===== config.mk =====
export PLATFORM = sky130hd
export DESIGN_NAME = exc_state_regs
export DESIGN_NICKNAME = d
export VERILOG_FILES = /design/src/rtl/exc_regs_pkg.sv /design/src/rtl/exc_epc_reg.sv /design/src/rtl/exc_pending.sv /design/src/rtl/exc_status_reg.sv /design/src/rtl/exc_irq_req.sv /design/src/rtl/exc_state_regs.sv
export SDC_FILE = /design/constraint.sdc
export NUM_CORES = 1
export LEC_CHECK = 0
export BUFFER_PORTS_ARGS = -buffer_cell sky130_fd_sc_hd__buf_2
export CAP_MARGIN = 20
export CORE_UTILIZATION = 45
export CTS_CLUSTER_DIAMETER = 80
export CTS_CLUSTER_SIZE = 28
export DETAILED_ROUTE_END_ITERATION = 8
export PLACE_DENSITY = 0.81
export SLEW_MARGIN = 5
export SYNTH_ARGS = -nofsm -noshare
export SYNTH_HDL_FRONTEND = slang
export SYNTH_HIERARCHICAL = 1
export SYNTH_SLANG_ARGS = --single-unit

===== constraint.sdc =====
create_clock -name clk -period 3.9 [get_ports clk]
set_input_delay 0.78 -clock clk [delete_from_list [all_inputs] [get_ports clk]]
set_output_delay 0.78 -clock clk [all_outputs]
set_load 0.05 [all_outputs]

===== src/rtl/exc_regs_pkg.sv =====
package exc_regs_pkg;

  typedef enum logic [1:0] {
    SEL_STATUS = 2'd0,
    SEL_CAUSE  = 2'd1,
    SEL_EPC    = 2'd2,
    SEL_NONE   = 2'd3
  } reg_sel_e;

  localparam int CODE_LSB  = 2;
  localparam int CODE_W    = 4;
  localparam int MASK_LSB  = 8;
  localparam int STACK_W   = 6;
  localparam int PAIR_W    = 2;

  typedef enum logic [CODE_W-1:0] {
    EC_EXT_IRQ   = 4'd0,
    EC_ADDR_LD   = 4'd4,
    EC_ADDR_ST   = 4'd5,
    EC_IBUS      = 4'd6,
    EC_DBUS      = 4'd7,
    EC_SYSCALL   = 4'd8,
    EC_BREAK     = 4'd9,
    EC_RSVD_INSN = 4'd10,
    EC_OVERFLOW  = 4'd12
  } exc_code_e;

endpackage


===== src/rtl/exc_epc_reg.sv =====
module exc_epc_reg #(
  parameter int XLEN       = 32,
  parameter int INSN_BYTES = 4
) (
  input  logic            clk,
  input  logic            rst,
  input  logic            exc_i,
  input  logic [XLEN-1:0] pc_i,
  input  logic            wr_i,
  input  logic [XLEN-1:0] wr_data_i,
  output logic [XLEN-1:0] epc_o
);

  localparam logic [XLEN-1:0] STEP_BACK = XLEN'(INSN_BYTES);

  logic [XLEN-1:0] epc_q;

  always_ff @(posedge clk) begin
    if (rst) begin
      epc_q <= '0;
    end else if (exc_i) begin
      epc_q <= pc_i - STEP_BACK;
    end else if (wr_i) begin
      epc_q <= wr_data_i;
    end
  end

  assign epc_o = epc_q;

  // capture points at the faulting instruction
  assert_epc_capture_R2: assert property (@(posedge clk) disable iff (rst)
    exc_i |=> (epc_o == $past(pc_i) - STEP_BACK));

endmodule


===== src/rtl/exc_pending.sv =====
module exc_pending #(
  parameter int HW_LINES = 5,
  parameter int SW_LINES = 3
) (
  input  logic                         clk,
  input  logic                         rst,
  input  logic [HW_LINES-1:0]          lines_i,
  input  logic                         wr_i,
  input  logic [HW_LINES+SW_LINES-1:0] wr_bits_i,
  output logic [HW_LINES+SW_LINES-1:0] pend_o
);

  logic [SW_LINES-1:0] sw_q;
  logic [HW_LINES-1:0] hw_pend;

  always_ff @(posedge clk) begin
    if (rst) begin
      sw_q <= '0;
    end else if (wr_i) begin
      sw_q <= wr_bits_i[SW_LINES-1:0];
    end
  end

  for (genvar k = 0; k < HW_LINES; k++) begin : g_line
    logic pend_q, ack_q, pend_n, ack_n;
    always_comb begin
      pend_n = lines_i[k] | (pend_q & ~ack_q);
      ack_n  = pend_n & (ack_q | (wr_i & wr_bits_i[SW_LINES+k]));
    end
    always_ff @(posedge clk) begin
      if (rst) begin
        pend_q <= 1'b0;
        ack_q  <= 1'b0;
      end else begin
        pend_q <= pend_n;
        ack_q  <= ack_n;
      end
    end
    assign hw_pend[k] = pend_q;
  end

  assign pend_o = {hw_pend, sw_q};

  // a high line always leaves its pending bit set
  assert_pend_set_R4: assert property (@(posedge clk) disable iff (rst)
    (|lines_i) |=> ((hw_pend & $past(lines_i)) == $past(lines_i)));

  // no pending bit drops while its line was high
  assert_pend_hold_R5: assert property (@(posedge clk) disable iff (rst)
    (($past(hw_pend) & ~hw_pend & $past(lines_i)) == '0));

endmodule


===== src/rtl/exc_status_reg.sv =====
module exc_status_reg #(
  parameter int LEVELS  = 8,
  parameter int STACK_W = 6
) (
  input  logic               clk,
  input  logic               rst,
  input  logic               exc_i,
  input  logic               rfe_i,
  input  logic               wr_i,
  input  logic [LEVELS-1:0]  wr_mask_i,
  input  logic [STACK_W-1:0] wr_stack_i,
  output logic [LEVELS-1:0]  mask_o,
  output logic [STACK_W-1:0] stack_o
);

  localparam int PW = 2;

  logic [LEVELS-1:0]  mask_q;
  logic [STACK_W-1:0] stack_q, stack_n;

  always_comb begin
    stack_n = stack_q;
    if (exc_i) begin
      stack_n = {stack_q[STACK_W-PW-1:0], {PW{1'b0}}};
    end else if (rfe_i) begin
      stack_n = {stack_q[STACK_W-1 -: PW], stack_q[STACK_W-1:PW]};
    end else if (wr_i) begin
      stack_n = wr_stack_i;
    end
  end

  always_ff @(posedge clk) begin
    if (rst) begin
      mask_q  <= '0;
      stack_q <= '0;
    end else begin
      stack_q <= stack_n;
      if (wr_i) mask_q <= wr_mask_i;
    end
  end

  assign mask_o  = mask_q;
  assign stack_o = stack_q;

  // reset leaves kernel mode, interrupts off, mask clear
  assert_reset_state_R1: assert property (@(posedge clk)
    rst |=> (stack_o == '0 && mask_o == '0));

  // entry pushes the stack and clears the current pair
  assert_push_R8: assert property (@(posedge clk) disable iff (rst)
    exc_i |=> (stack_o[PW-1:0] == '0 &&
               stack_o[STACK_W-1:PW] == $past(stack_o[STACK_W-PW-1:0])));

  // return pops the stack, the old pair is kept
  assert_pop_R9: assert property (@(posedge clk) disable iff (rst)
    (rfe_i && !exc_i) |=> (stack_o[STACK_W-PW-1:0] == $past(stack_o[STACK_W-1:PW]) &&
                           stack_o[STACK_W-1 -: PW] == $past(stack_o[STACK_W-1 -: PW])));

endmodule


===== src/rtl/exc_irq_req.sv =====
module exc_irq_req #(
  parameter int LEVELS = 8
) (
  input  logic              clk,
  input  logic              rst,
  input  logic              ie_i,
  input  logic [LEVELS-1:0] pend_i,
  input  logic [LEVELS-1:0] mask_i,
  output logic              irq_o
);

  logic irq_q;

  always_ff @(posedge clk) begin
    if (rst) irq_q <= 1'b0;
    else     irq_q <= ie_i & (|(pend_i & mask_i));
  end

  assign irq_o = irq_q;

endmodule


===== src/rtl/exc_state_regs.sv =====
module exc_state_regs
  import exc_regs_pkg::*;
#(
  parameter int XLEN       = 32,
  parameter int HW_LINES   = 5,
  parameter int SW_LINES   = 3,
  parameter int INSN_BYTES = 4
) (
  input  logic                clk,
  input  logic                rst,
  input  logic                exc_i,
  input  logic [CODE_W-1:0]   exc_code_i,
  input  logic [XLEN-1:0]     exc_pc_i,
  input  logic                rfe_i,
  input  logic [HW_LINES-1:0] irq_line_i,
  input  logic                wr_en_i,
  input  logic [1:0]          wr_sel_i,
  input  logic [XLEN-1:0]     wr_data_i,
  input  logic [1:0]          rd_sel_i,
  output logic [XLEN-1:0]     rd_data_o,
  output logic [XLEN-1:0]     status_o,
  output logic [XLEN-1:0]     cause_o,
  output logic [XLEN-1:0]     epc_o,
  output logic                irq_o
);

  localparam int LEVELS = HW_LINES + SW_LINES;

  logic               wr_status, wr_cause, wr_epc;
  logic [LEVELS-1:0]  mask, pend;
  logic [STACK_W-1:0] stack;
  logic [CODE_W-1:0]  code_q;
  logic [XLEN-1:0]    status_w, cause_w, rd_q;

  assign wr_status = wr_en_i && (reg_sel_e'(wr_sel_i) == SEL_STATUS);
  assign wr_cause  = wr_en_i && (reg_sel_e'(wr_sel_i) == SEL_CAUSE);
  assign wr_epc    = wr_en_i && (reg_sel_e'(wr_sel_i) == SEL_EPC);

  exc_epc_reg #(.XLEN(XLEN), .INSN_BYTES(INSN_BYTES)) u_epc (
    .clk(clk), .rst(rst), .exc_i(exc_i), .pc_i(exc_pc_i),
    .wr_i(wr_epc), .wr_data_i(wr_data_i), .epc_o(epc_o)
  );

  exc_pending #(.HW_LINES(HW_LINES), .SW_LINES(SW_LINES)) u_pend (
    .clk(clk), .rst(rst), .lines_i(irq_line_i), .wr_i(wr_cause),
    .wr_bits_i(wr_data_i[MASK_LSB +: LEVELS]), .pend_o(pend)
  );

  exc_status_reg #(.LEVELS(LEVELS), .STACK_W(STACK_W)) u_status (
    .clk(clk), .rst(rst), .exc_i(exc_i), .rfe_i(rfe_i), .wr_i(wr_status),
    .wr_mask_i(wr_data_i[MASK_LSB +: LEVELS]), .wr_stack_i(wr_data_i[STACK_W-1:0]),
    .mask_o(mask), .stack_o(stack)
  );

  exc_irq_req #(.LEVELS(LEVELS)) u_irq (
    .clk(clk), .rst(rst), .ie_i(stack[0]), .pend_i(pend), .mask_i(mask),
    .irq_o(irq_o)
  );

  always_ff @(posedge clk) begin
    if (rst)        code_q <= '0;
    else if (exc_i) code_q <= exc_code_i;
  end

  always_comb begin
    status_w = '0;
    status_w[MASK_LSB +: LEVELS] = mask;
    status_w[STACK_W-1:0]        = stack;
    cause_w = '0;
    cause_w[MASK_LSB +: LEVELS]  = pend;
    cause_w[CODE_LSB +: CODE_W]  = code_q;
  end

  assign status_o = status_w;
  assign cause_o  = cause_w;

  always_ff @(posedge clk) begin
    if (rst) begin
      rd_q <= '0;
    end else begin
      unique case (reg_sel_e'(rd_sel_i))
        SEL_STATUS: rd_q <= status_w;
        SEL_CAUSE:  rd_q <= cause_w;
        SEL_EPC:    rd_q <= epc_o;
        default:    rd_q <= '0;
      endcase
    end
  end

  assign rd_data_o = rd_q;

  // the exception code lands in the cause field
  assert_code_capture_R3: assert property (@(posedge clk) disable iff (rst)
    exc_i |=> (cause_o[CODE_LSB +: CODE_W] == $past(exc_code_i)));

  // request follows enable, pending and mask one edge later
  assert_irq_timing_R11: assert property (@(posedge clk) disable iff (rst)
    1'b1 |=> (irq_o == ($past(status_o[0]) &&
      (|($past(cause_o[MASK_LSB +: LEVELS]) & $past(status_o[MASK_LSB +: LEVELS]))))));

  // reading the exception PC returns its previous-cycle value
  assert_read_epc_R12: assert property (@(posedge clk) disable iff (rst)
    (reg_sel_e'(rd_sel_i) == SEL_EPC) |=> (rd_data_o == $past(epc_o)));

endmodule


=== Word level (Yosys, flattened, before mapping) ===
Index checks and enable logic that the tools add are counted.

* Mux-type cells: 6
* Bitwise logic cells: 32
* Shift operators: 0
* Add/sub/neg operators: 1
* Equality and inequality tests: 5
* Reductions and logical operators: 12
* Divide/modulo/power cells: 0
* $mul: 0
* $lt $le $gt $ge: 0

{| class="wikitable"
|+ Operator list
! operator !! number
|-
| $pmux 32 s3 || 1
|-
| $mux 32 || 2
|-
| $sub 32x3->32 const B || 1
|-
| $mux 6 || 3
|-
| $and 1x1->1 || 16
|-
| $or 1x1->1 || 10
|-
| $and 8x8->8 || 1
|-
| $reduce_or 8->1 || 1
|-
| $reduce_bool 2->1 || 3
|-
| $not 1->1 || 5
|-
| $eq 2x1->1 const B || 2
|-
| $eq 2x2->1 const B || 2
|-
| $logic_not 2->1 || 2
|-
| $logic_and 1x1->1 || 3
|-
| $reduce_bool 3->1 || 1
|-
| $ne 2x2->1 const B || 1
|-
| $reduce_and 2->1 || 1
|-
| $reduce_or 2->1 || 1
|}

* Bits of input ports: 82
* Word-level logic and storage cells: 75
* Memory bits (read-only): 0
* Bits in writable memories: 0
* Memories kept: 0
* Bits in registers: 96
* Latch bits: 0
* Output and inout port bits: 129

=== Depth between registers and ports, before layout ===
Gate-level depths: netlist of run 1.

* Word-level depth: 5
* Mapped depth: 7
* Depth with buffers taken out: 5

=== Modules after synthesis ===
Netlist of run 1, hierarchy kept.

{| class="wikitable"
|+ Modules (own cells, without submodules)
! module !! instances !! sequential area each (µm²) !! area each (µm²) !! cells an instance
|-
| exc_epc_reg || 1 || 640.6 || 2000.7 || 231
|-
| exc_state_regs || 1 || 720.7 || 1646.6 || 165
|-
| exc_status_reg || 1 || 280.3 || 588.1 || 58
|-
| exc_pending || 1 || 260.2 || 493.0 || 51
|-
| exc_irq_req || 1 || 20.0 || 65.1 || 7
|}

=== Worst setup path after synthesis of run 1 ===
OpenSTA, ideal clock, no wires.

* Path kind: input -> register
* Start: input exc_pc_i[14]
* End: register u_epc.epc_q[19], in the netlist u_epc/epc_o[19]
* Data required time: 3.809 ns
* Arrival: 2.355 ns
* Buffers on the path: 0
* Setup slack: 1.454 ns
* Setup time: 0.091 ns
* Stages on the path: 4
* Cell sequence: or4_4 > or3_4 > or4_1 > a311oi_1

* Word-level cells in the longest chain between the ends: 2

{| class="wikitable"
|+ RTL lines
! element !! line !! text
|-
| from (decl) || exc_state_regs.sv:13 || <nowiki>input logic [XLEN-1:0] exc_pc_i,</nowiki>
|-
| $sub 32x3->32 || exc_epc_reg.sv:22 || <nowiki>epc_q <= pc_i - STEP_BACK;</nowiki>
|-
| $mux 32 || exc_epc_reg.sv:21 || <nowiki>end else if (exc_i) begin</nowiki>
|-
| to (signal assigned) || exc_epc_reg.sv:22 ||
|-
| to (signal assigned) || exc_epc_reg.sv:24 || <nowiki>epc_q <= wr_data_i;</nowiki>
|-
| to (decl) || exc_epc_reg.sv:16 || <nowiki>logic [XLEN-1:0] epc_q;</nowiki>
|}

Every way passes these cells.
A chain may end at the register's enable or synchronous reset.

=== Worst setup path in the final report of run 1 ===
* Start: input exc_pc_i[14]
* End: register u_epc.epc_q[27], in the netlist u_epc/epc_o[27]

Same word-level chain as after synthesis.

==> impl_metrics.json, run 1 <==
{
  "cts_root_buffer": "clkbuf_8",
  "fmax_mhz": 357.6,
  "grt_pass1_wl_um": 19870,
  "critPathKind": "input pin to flip-flop",
  "dp_hpwl_um": 9440,
  "die_h_um": 105.2,
  "peakVddDrop_mv": 0.1778,
  "vias_per_cell": 5.425,
  "critPathLaunchType": "input pin",
  "synth-edff-count": 0,
  "post-route-util_pct": 54.85,
  "cts-resized-gates": 0,
  "die-width_um": 105.2,
  "drt_iter0_drc": 172,
  "antennaDiodeCount": 0,
  "clkPwrFrac_pct": 25.7,
  "clock_latency_ns": 0.36,
  "seq_area_mm2": 0.001922,
  "p_comb_share_pct": 25.0,
  "finalInstanceArea_mm2": 0.005663,
  "min_path_type": "flip-flop to flip-flop",
  "drt_wl_total_um": 12590,
  "synthMuxAreaShare_pct": 5.847,
  "postSynthAreaPerCell_um2": 9.362,
  "synth.distinct_cells": 50,
  "grt_pass1_vias": 4049,
  "worst_ep_required_time_ns": 4.16,
  "io_pins": 211,
  "crit_arrival_ns": 3.06,
  "nNetsFinal": 743,
  "finalSetupViolCount": 0,
  "place_area_mm2": 0.005514,
  "area_growth_pct": 18.14,
  "ant_nets": 0,
  "synth-seq-area-share_pct": 40.09,
  "clk_pin_slew_ns": 0.09,
  "gr-total-overflow": 0,
  "synthXorXnorAreaFrac_pct": 1.827,
  "ff2ff_path_depth": 3,
  "synth_ff_type": "dfxtp_1",
  "holdPathStages": 1,
  "finalHoldWorstSlack_ns": 0.4825,
  "synth_fa_ha_area_share_pct": 0.2610,
  "tns_ns": 0,
  "drv_slew": 0,
  "maxCapViolCount": 0,
  "drive_gt1_share_pct": 31.32,
  "num_rows": 37,
  "cts_buffer_depth": 2,
  "synth-seq-cells": 96,
  "cts_tree": "done",
  "pwr-share-seq_pct": 49.3,
  "p_int_w": 0.001403,
  "status": "finished clean",
  "multiInputGateArea_mm2": 0.002460,
  "relSlewSlack_pct": 51.68,
  "synth_compound_area_share_pct": 20.18,
  "cts_buffers": 9,
  "postCtsHoldBufs": 0,
  "grt_start_max_net_pins": 39,
  "fin_skew_ns": 0.004942,
  "cts_setup_buffers": 0,
  "power.density_mw_per_mm2": 380.4,
  "syn_inst": 512,
  "final_common_cell": "buf_2",
  "h-tree-depth": 3,
  "first_pass_iters": 6,
  "worst_pin_slew_ns": 0.7241,
  "drt_drc_violations_left": 0,
  "nFillCells": 946,
  "track_usage_pct": 22.67,
  "p_leak_nw": 2.463,
  "layout_min_cycle_time_ns": 2.796,
  "p_switching_w": 0.0007510,
  "final_cell_mix": "buf_2 (172), dfxtp_1 (96), a211oi_1 (65)",
  "cts.sinks": 96,
  "fp.dieArea_mm2": 0.01107,
  "antenna_found_initial": 0,
  "wl_per_cell_um": 15.80,
  "cp_max_fo": 17,
  "synth_simple_gate_area_share_pct": 20.10,
  "vias": 4324,
  "rsz0062_at_grt": "no",
  "finalPower_w": 0.002154,
  "hold_viol_final": 0,
  "start_util_pct": 46.43,
  "syn-cell-area_mm2": 0.004793,
  "numPortBuffers": 172,
  "period_share_pct": 71.70,
  "end_kind": "flip-flop",
  "synth_top_family_by_area": "compound AO/OA/AOI/OAI gates",
  "ys_async_sr_fraction_pct": 0,
  "swShare_pct": 34.86,
  "yosysWarningCount": 6,
  "place.gp.congestion": 0.8520,
  "core_area_mm2": 0.01032
}
per-stage QoR:
stage,setup slack (ns),std cells
5_1_grt,0.9276,797
6_report,1.104,797
2_1_floorplan,1.454,549
4_1_cts,1.164,797
3_5_place_dp,0.7952,785
3_3_place_gp,0.8721,785
state kept, by name, summed over array words and instances, names as in the netlist:
| name | flops |
|---|---|
| u_epc/epc_o | 32 |
| rd_data_o | 32 |
| u_irq/irq_o | 1 |
| u_pend/g_line.ack_q | 5 |
| u_status/stack_o | 6 |
| code_q | 4 |
| u_pend/g_line.pend_q | 5 |
| u_pend/sw_q | 3 |
| u_status/mask_o | 8 |
worst max-delay path: stages:
cell and delay (ns):
buf_2 0.13, nor4_1 0.63, nand3_1 0.59, or4_1 0.64, a311oi_1 0.29
synth_stat cells, types with 2 or more instances:
cell type / number / area [um^2]
nor4_1: 2 / 12.51
clkbuf_1: 21 / 78.83
o21ai_0: 4 / 20.02
buf_2: 7 / 35.03
or3_1: 5 / 31.28
o32ai_1: 4 / 35.03
buf_4: 44 / 330.3
a22oi_1: 4 / 30.03
nor2b_1: 38 / 237.7
or4_1: 11 / 82.58
nor3_1: 2 / 10.01
buf_1: 2 / 7.510
or4_4: 2 / 22.52
o31ai_1: 12 / 90.09
nand4_1: 3 / 18.77
mux2_4: 2 / 30.03
nand3_1: 6 / 30.03
nand2b_1: 15 / 93.84
a211oi_1: 65 / 488.0
mux2i_1: 25 / 250.2
xor2_1: 9 / 78.83
buf_6: 5 / 56.30
or2_2: 4 / 25.02
nand2_1: 7 / 26.28
and2_1: 18 / 112.6
o221ai_1: 2 / 17.52
and2b_1: 2 / 15.01
inv_1: 13 / 48.80
a21oi_1: 14 / 70.07
a311oi_1: 18 / 157.7
a2111oi_0: 2 / 17.52
o41ai_1: 2 / 17.52
dfxtp_1: 96 / 1922
nand4b_1: 3 / 26.28
o21a_1: 2 / 15.01
nor2_1: 26 / 97.59
and3b_1: 2 / 17.52
final timing paths:
check | from | end | slack (ns)
setup / recovery | exc_pc_i[14] | u_epc/epc_o[27] | 1.10
hold / removal | u_epc/epc_o[20] | rd_data_o[20] | 0.48
setup reg to reg | u_status/stack_o[0] | u_status/stack_o[0] | 2.89
hold reg to reg | u_epc/epc_o[20] | rd_data_o[20] | 0.48
power by group through the flow:
stage          logic (W)  registers, W  clock network (W)
5_1_grt         0.000570       0.00107           0.000622
3_3_place_gp    0.000529       0.00108                  0
6_report        0.000539       0.00106           0.000553
4_1_cts         0.000539       0.00106           0.000575
3_5_place_dp    0.000537       0.00109                  0
2_1_floorplan   0.000283       0.00123                  0
per-layer routing:
metal  wire length, um  track usage (%)  part of all wire, %  up-vias
li1                  -                -                    -     2087
met1              5443            28.18                   43     2031
met2              6193            38.02                   49      184
met3               663            5.053                  5.3       22
met4               292            8.753                  2.3        0
met5                 0                0                    0        -
final cells by class:
cell class,count,share of cell area [%]
Multi-Input combinational cell,361,43.44
Sequential cell,96,33.94
Timing Repair Buffer,179,16.13
Tap cell,136,3.005
Clock buffer,11,2.497
Inverter,13,0.8617
Clock inverter,1,0.1326
cell families (layout without fill, tap and decap cells):
group,after synthesis,count (layout)
flip-flops,96,96
AND/OR/NAND/NOR,155,155
buffers and inverters,92,204
multiplexers,27,27
AO/OA/AOI/OAI,130,130
adder cells (fa/ha/maj),1,1
XOR/XNOR,10,10
other,1,38
Note: power is estimated with default switching activity, not from simulation.
==> run 2: changes to the inputs <==
- ABC_AREA: unset -> 1
- PLACE_DENSITY: 0.81 -> 0.79
- clock period: 3.9 -> 2.8 ns (I/O delays scaled with it)
==> run 2 against run 1 <==
  * Design area up 12%
  * Critical path type unchanged
  * Sequential power grew 41%
  * Hold slack lost 0.035 ns
  * Utilization rose by 0.54 points
==> impl_metrics.json, run 2 <==
{
  "status": "finished clean",
  "relSlewSlack_pct": 41.94,
  "rsz0062_at_grt": "no",
  "globalRouteMet1Util_pct": 32.56,
  "drt_wl_total_um": 15160,
  "multiInputGateArea_mm2": 0.002665,
  "cp_slowest_cell": "nor3b_2",
  "crit_arrival_ns": 2.12,
  "antenna_found_initial": 0,
  "area_growth_pct": 19.70,
  "h-tree-depth": 3,
  "fin_skew_ns": 0.008991,
  "track_usage_pct": 24.68,
  "worst_pin_slew_ns": 0.8676,
  "ant_nets": 0,
  "end_kind": "flip-flop",
  "yosysMostFrequentCell": "nand2_1",
  "clock_latency_ns": 0.34,
  "swShare_pct": 33.44,
  "p_int_w": 0.002404,
  "cts_setup_buffers": 0,
  "grt_pass1_vias": 4667,
  "crit_path_max_incr_delay_ns": 0.38,
  "die-width_um": 110.4,
  "start_util_pct": 46.27,
  "dp_slack_ns": 0.6027,
  "drt_drc_violations_left": 0,
  "synth_ff_type": "dfxtp_1",
  "p_comb_share_pct": 22.7,
  "cts_tree": "done",
  "postCtsHoldBufs": 0,
  "p_switching_w": 0.001208,
  "finalSetupViolCount": 0,
  "pwr-share-seq_pct": 41.4,
  "layout_min_cycle_time_ns": 1.885,
  "synthTopCellsByCount": "nand2_1 (205), nor2_1 (106), dfxtp_1 (96)",
  "syn-cell-area_mm2": 0.005284,
  "synth-edff-count": 0,
  "final_common_cell": "nand2_1",
  "cts_buffers": 9,
  "yosysWarningCount": 6,
  "post-route-util_pct": 55.39,
  "period_share_pct": 67.31,
  "maxCapViolCount": 0,
  "yosys-top-cells-area": "dfxtp_1 (36%), nand2_1 (15%), nor2_1 (7.5%)",
  "cts_root_buffer": "clkbuf_16",
  "worst_ep_required_time_ns": 3.04,
  "timing.final.ws_setup_ns": 0.9153,
  "wl_per_cell_um": 13.93,
  "use_met2_pct": 39.93,
  "power.density_mw_per_mm2": 571.0,
  "critPathBufInv": 5,
  "gr-usage-met3_pct": 4.879,
  "finalPower_w": 0.003612,
  "fmax_mhz": 530.6,
  "busiest_layer": "met2",
  "grt_start_max_net_pins": 35,
  "die_h_um": 110.4,
  "critPathKind": "input pin to flip-flop",
  "ys_async_sr_fraction_pct": 0,
  "synth-seq-area-share_pct": 36.37,
  "postSynthAreaPerCell_um2": 6.740,
  "nFillCells": 1143,
  "numPortBuffers": 172,
  "cp_top_family": "buffers and inverters",
  "num_rows": 39,
  "first_pass_iters": 6,
  "critPathLaunchType": "input pin",
  "tns_ns": 0,
  "hold_viol_final": 0,
  "synth.distinct_cells": 39,
  "place.gp.congestion": 0.9301,
  "p_leak_nw": 3.408,
  "path_depth": 9,
  "core_area_mm2": 0.01142,
  "min_path_type": "input pin to flip-flop",
  "peakVddDrop_mv": 0.3631,
  "synth-seq-cells": 96,
  "cts_buffer_depth": 2,
  "ff2ff_path_depth": 6,
  "cts.sinks": 96,
  "cp_cell_sequence": "buf_2 > nor3b_2 > buf_4 > inv_2 > nor2_4 > inv_2 > o221a_2 > o21ai_0 > inv_1",
  "final_cell_mix": "nand2_1 (205), buf_2 (172), nor2_1 (106)",
  "fp.dieArea_mm2": 0.01218,
  "cp_max_fo": 12,
  "vias_per_cell": 4.982,
  "drt_iter0_drc": 486,
  "seq_area_mm2": 0.001922,
  "nNetsFinal": 1024,
  "io_pins": 211,
  "grt_pass1_wl_um": 23030,
  "syn_inst": 784,
  "holdPathStages": 3,
  "antennaDiodeCount": 0,
  "cts-resized-gates": 0,
  "crit_path_frequent_cell": "inv_2",
  "drv_slew": 0,
  "clkPwrFrac_pct": 35.9,
  "gr-total-overflow": 0,
  "drive_gt1_share_pct": 26.56,
  "post-synth-top-area-fraction_pct": 36.37,
  "dp_hpwl_um": 11760,
  "vias": 5420,
  "synth_top_area_cell": "dfxtp_1",
  "clk_pin_slew_ns": 0.07
}
run 2: final cells by class:
| class | count | area share, % |
|---|---|---|
| repair buffers | 177 | 14.20 |
| well taps | 143 | 2.829 |
| multi-input cells | 564 | 42.14 |
| inverters | 93 | 5.519 |
| clock buffers | 10 | 3.620 |
| flip-flops and latches | 96 | 30.39 |
| clock inverters | 5 | 1.306 |
run 2: path summary, 6_finish.rpt:
| path | from | slack, ns | endpoint |
|---|---|---|---|
| max | wr_sel_i[0] | 0.92 | u_epc/epc_o[12] |
| min | exc_code_i[1] | 0.45 | code_q[1] |
| max reg2reg | u_status/stack_o[2] | 1.93 | u_status/stack_o[4] |
| min reg2reg | u_epc/epc_o[26] | 0.46 | rd_data_o[26] |
run 2: metrics by stage:
stage,std cells,hold slack (ns),instance area [um^2]
after floorplan,821,0.4516,5423
after global placement,1073,0.4443,6013
after detailed placement,1073,0.4531,6013
after CTS,1088,0.4434,6325
after global routing,1088,0.4546,6325
final,1088,0.4479,6325
run 2: logic make-up (layout without fill, tap and decap cells):
family / after synthesis / after routing / synth area share (%)
other: 1 / 38 / 0.07097
AND/OR/NAND/NOR: 427 / 427 / 35.88
AO/OA/AOI/OAI: 87 / 87 / 9.709
XOR/XNOR: 11 / 11 / 1.823
buffers and inverters: 161 / 285 / 15.91
adder cells (fa/ha/maj): 1 / 1 / 0.2368
flip-flops: 96 / 96 / 36.37
run 2: power by group through the flow:
stage | sequential, W | clock [W] | combinational, W
after global routing | 0.00150 | 0.00137 | 0.000877
final | 0.00149 | 0.00130 | 0.000820
after global placement | 0.00152 | 0 | 0.000803
after detailed placement | 0.00152 | 0 | 0.000810
after CTS | 0.00149 | 0.00131 | 0.000814
after floorplan | 0.00172 | 0 | 0.000437
run 2: per-layer routing:
metal / vias to the layer above / part of all wire, %
met5: - / 0
met4: 0 / 2.1
met3: 27 / 8.1
met2: 262 / 46
met1: 2441 / 44
li1: 2690 / -
run 2: worst reg2reg max path, stage by stage, from the launching register on:
cell and delay, ns:
dfxtp_1 0.42, nand2_1 0.08, inv_1 0.05, nor2_1 0.04, nand2_1 0.06, nand2_1 0.06
nor2_1 0.10
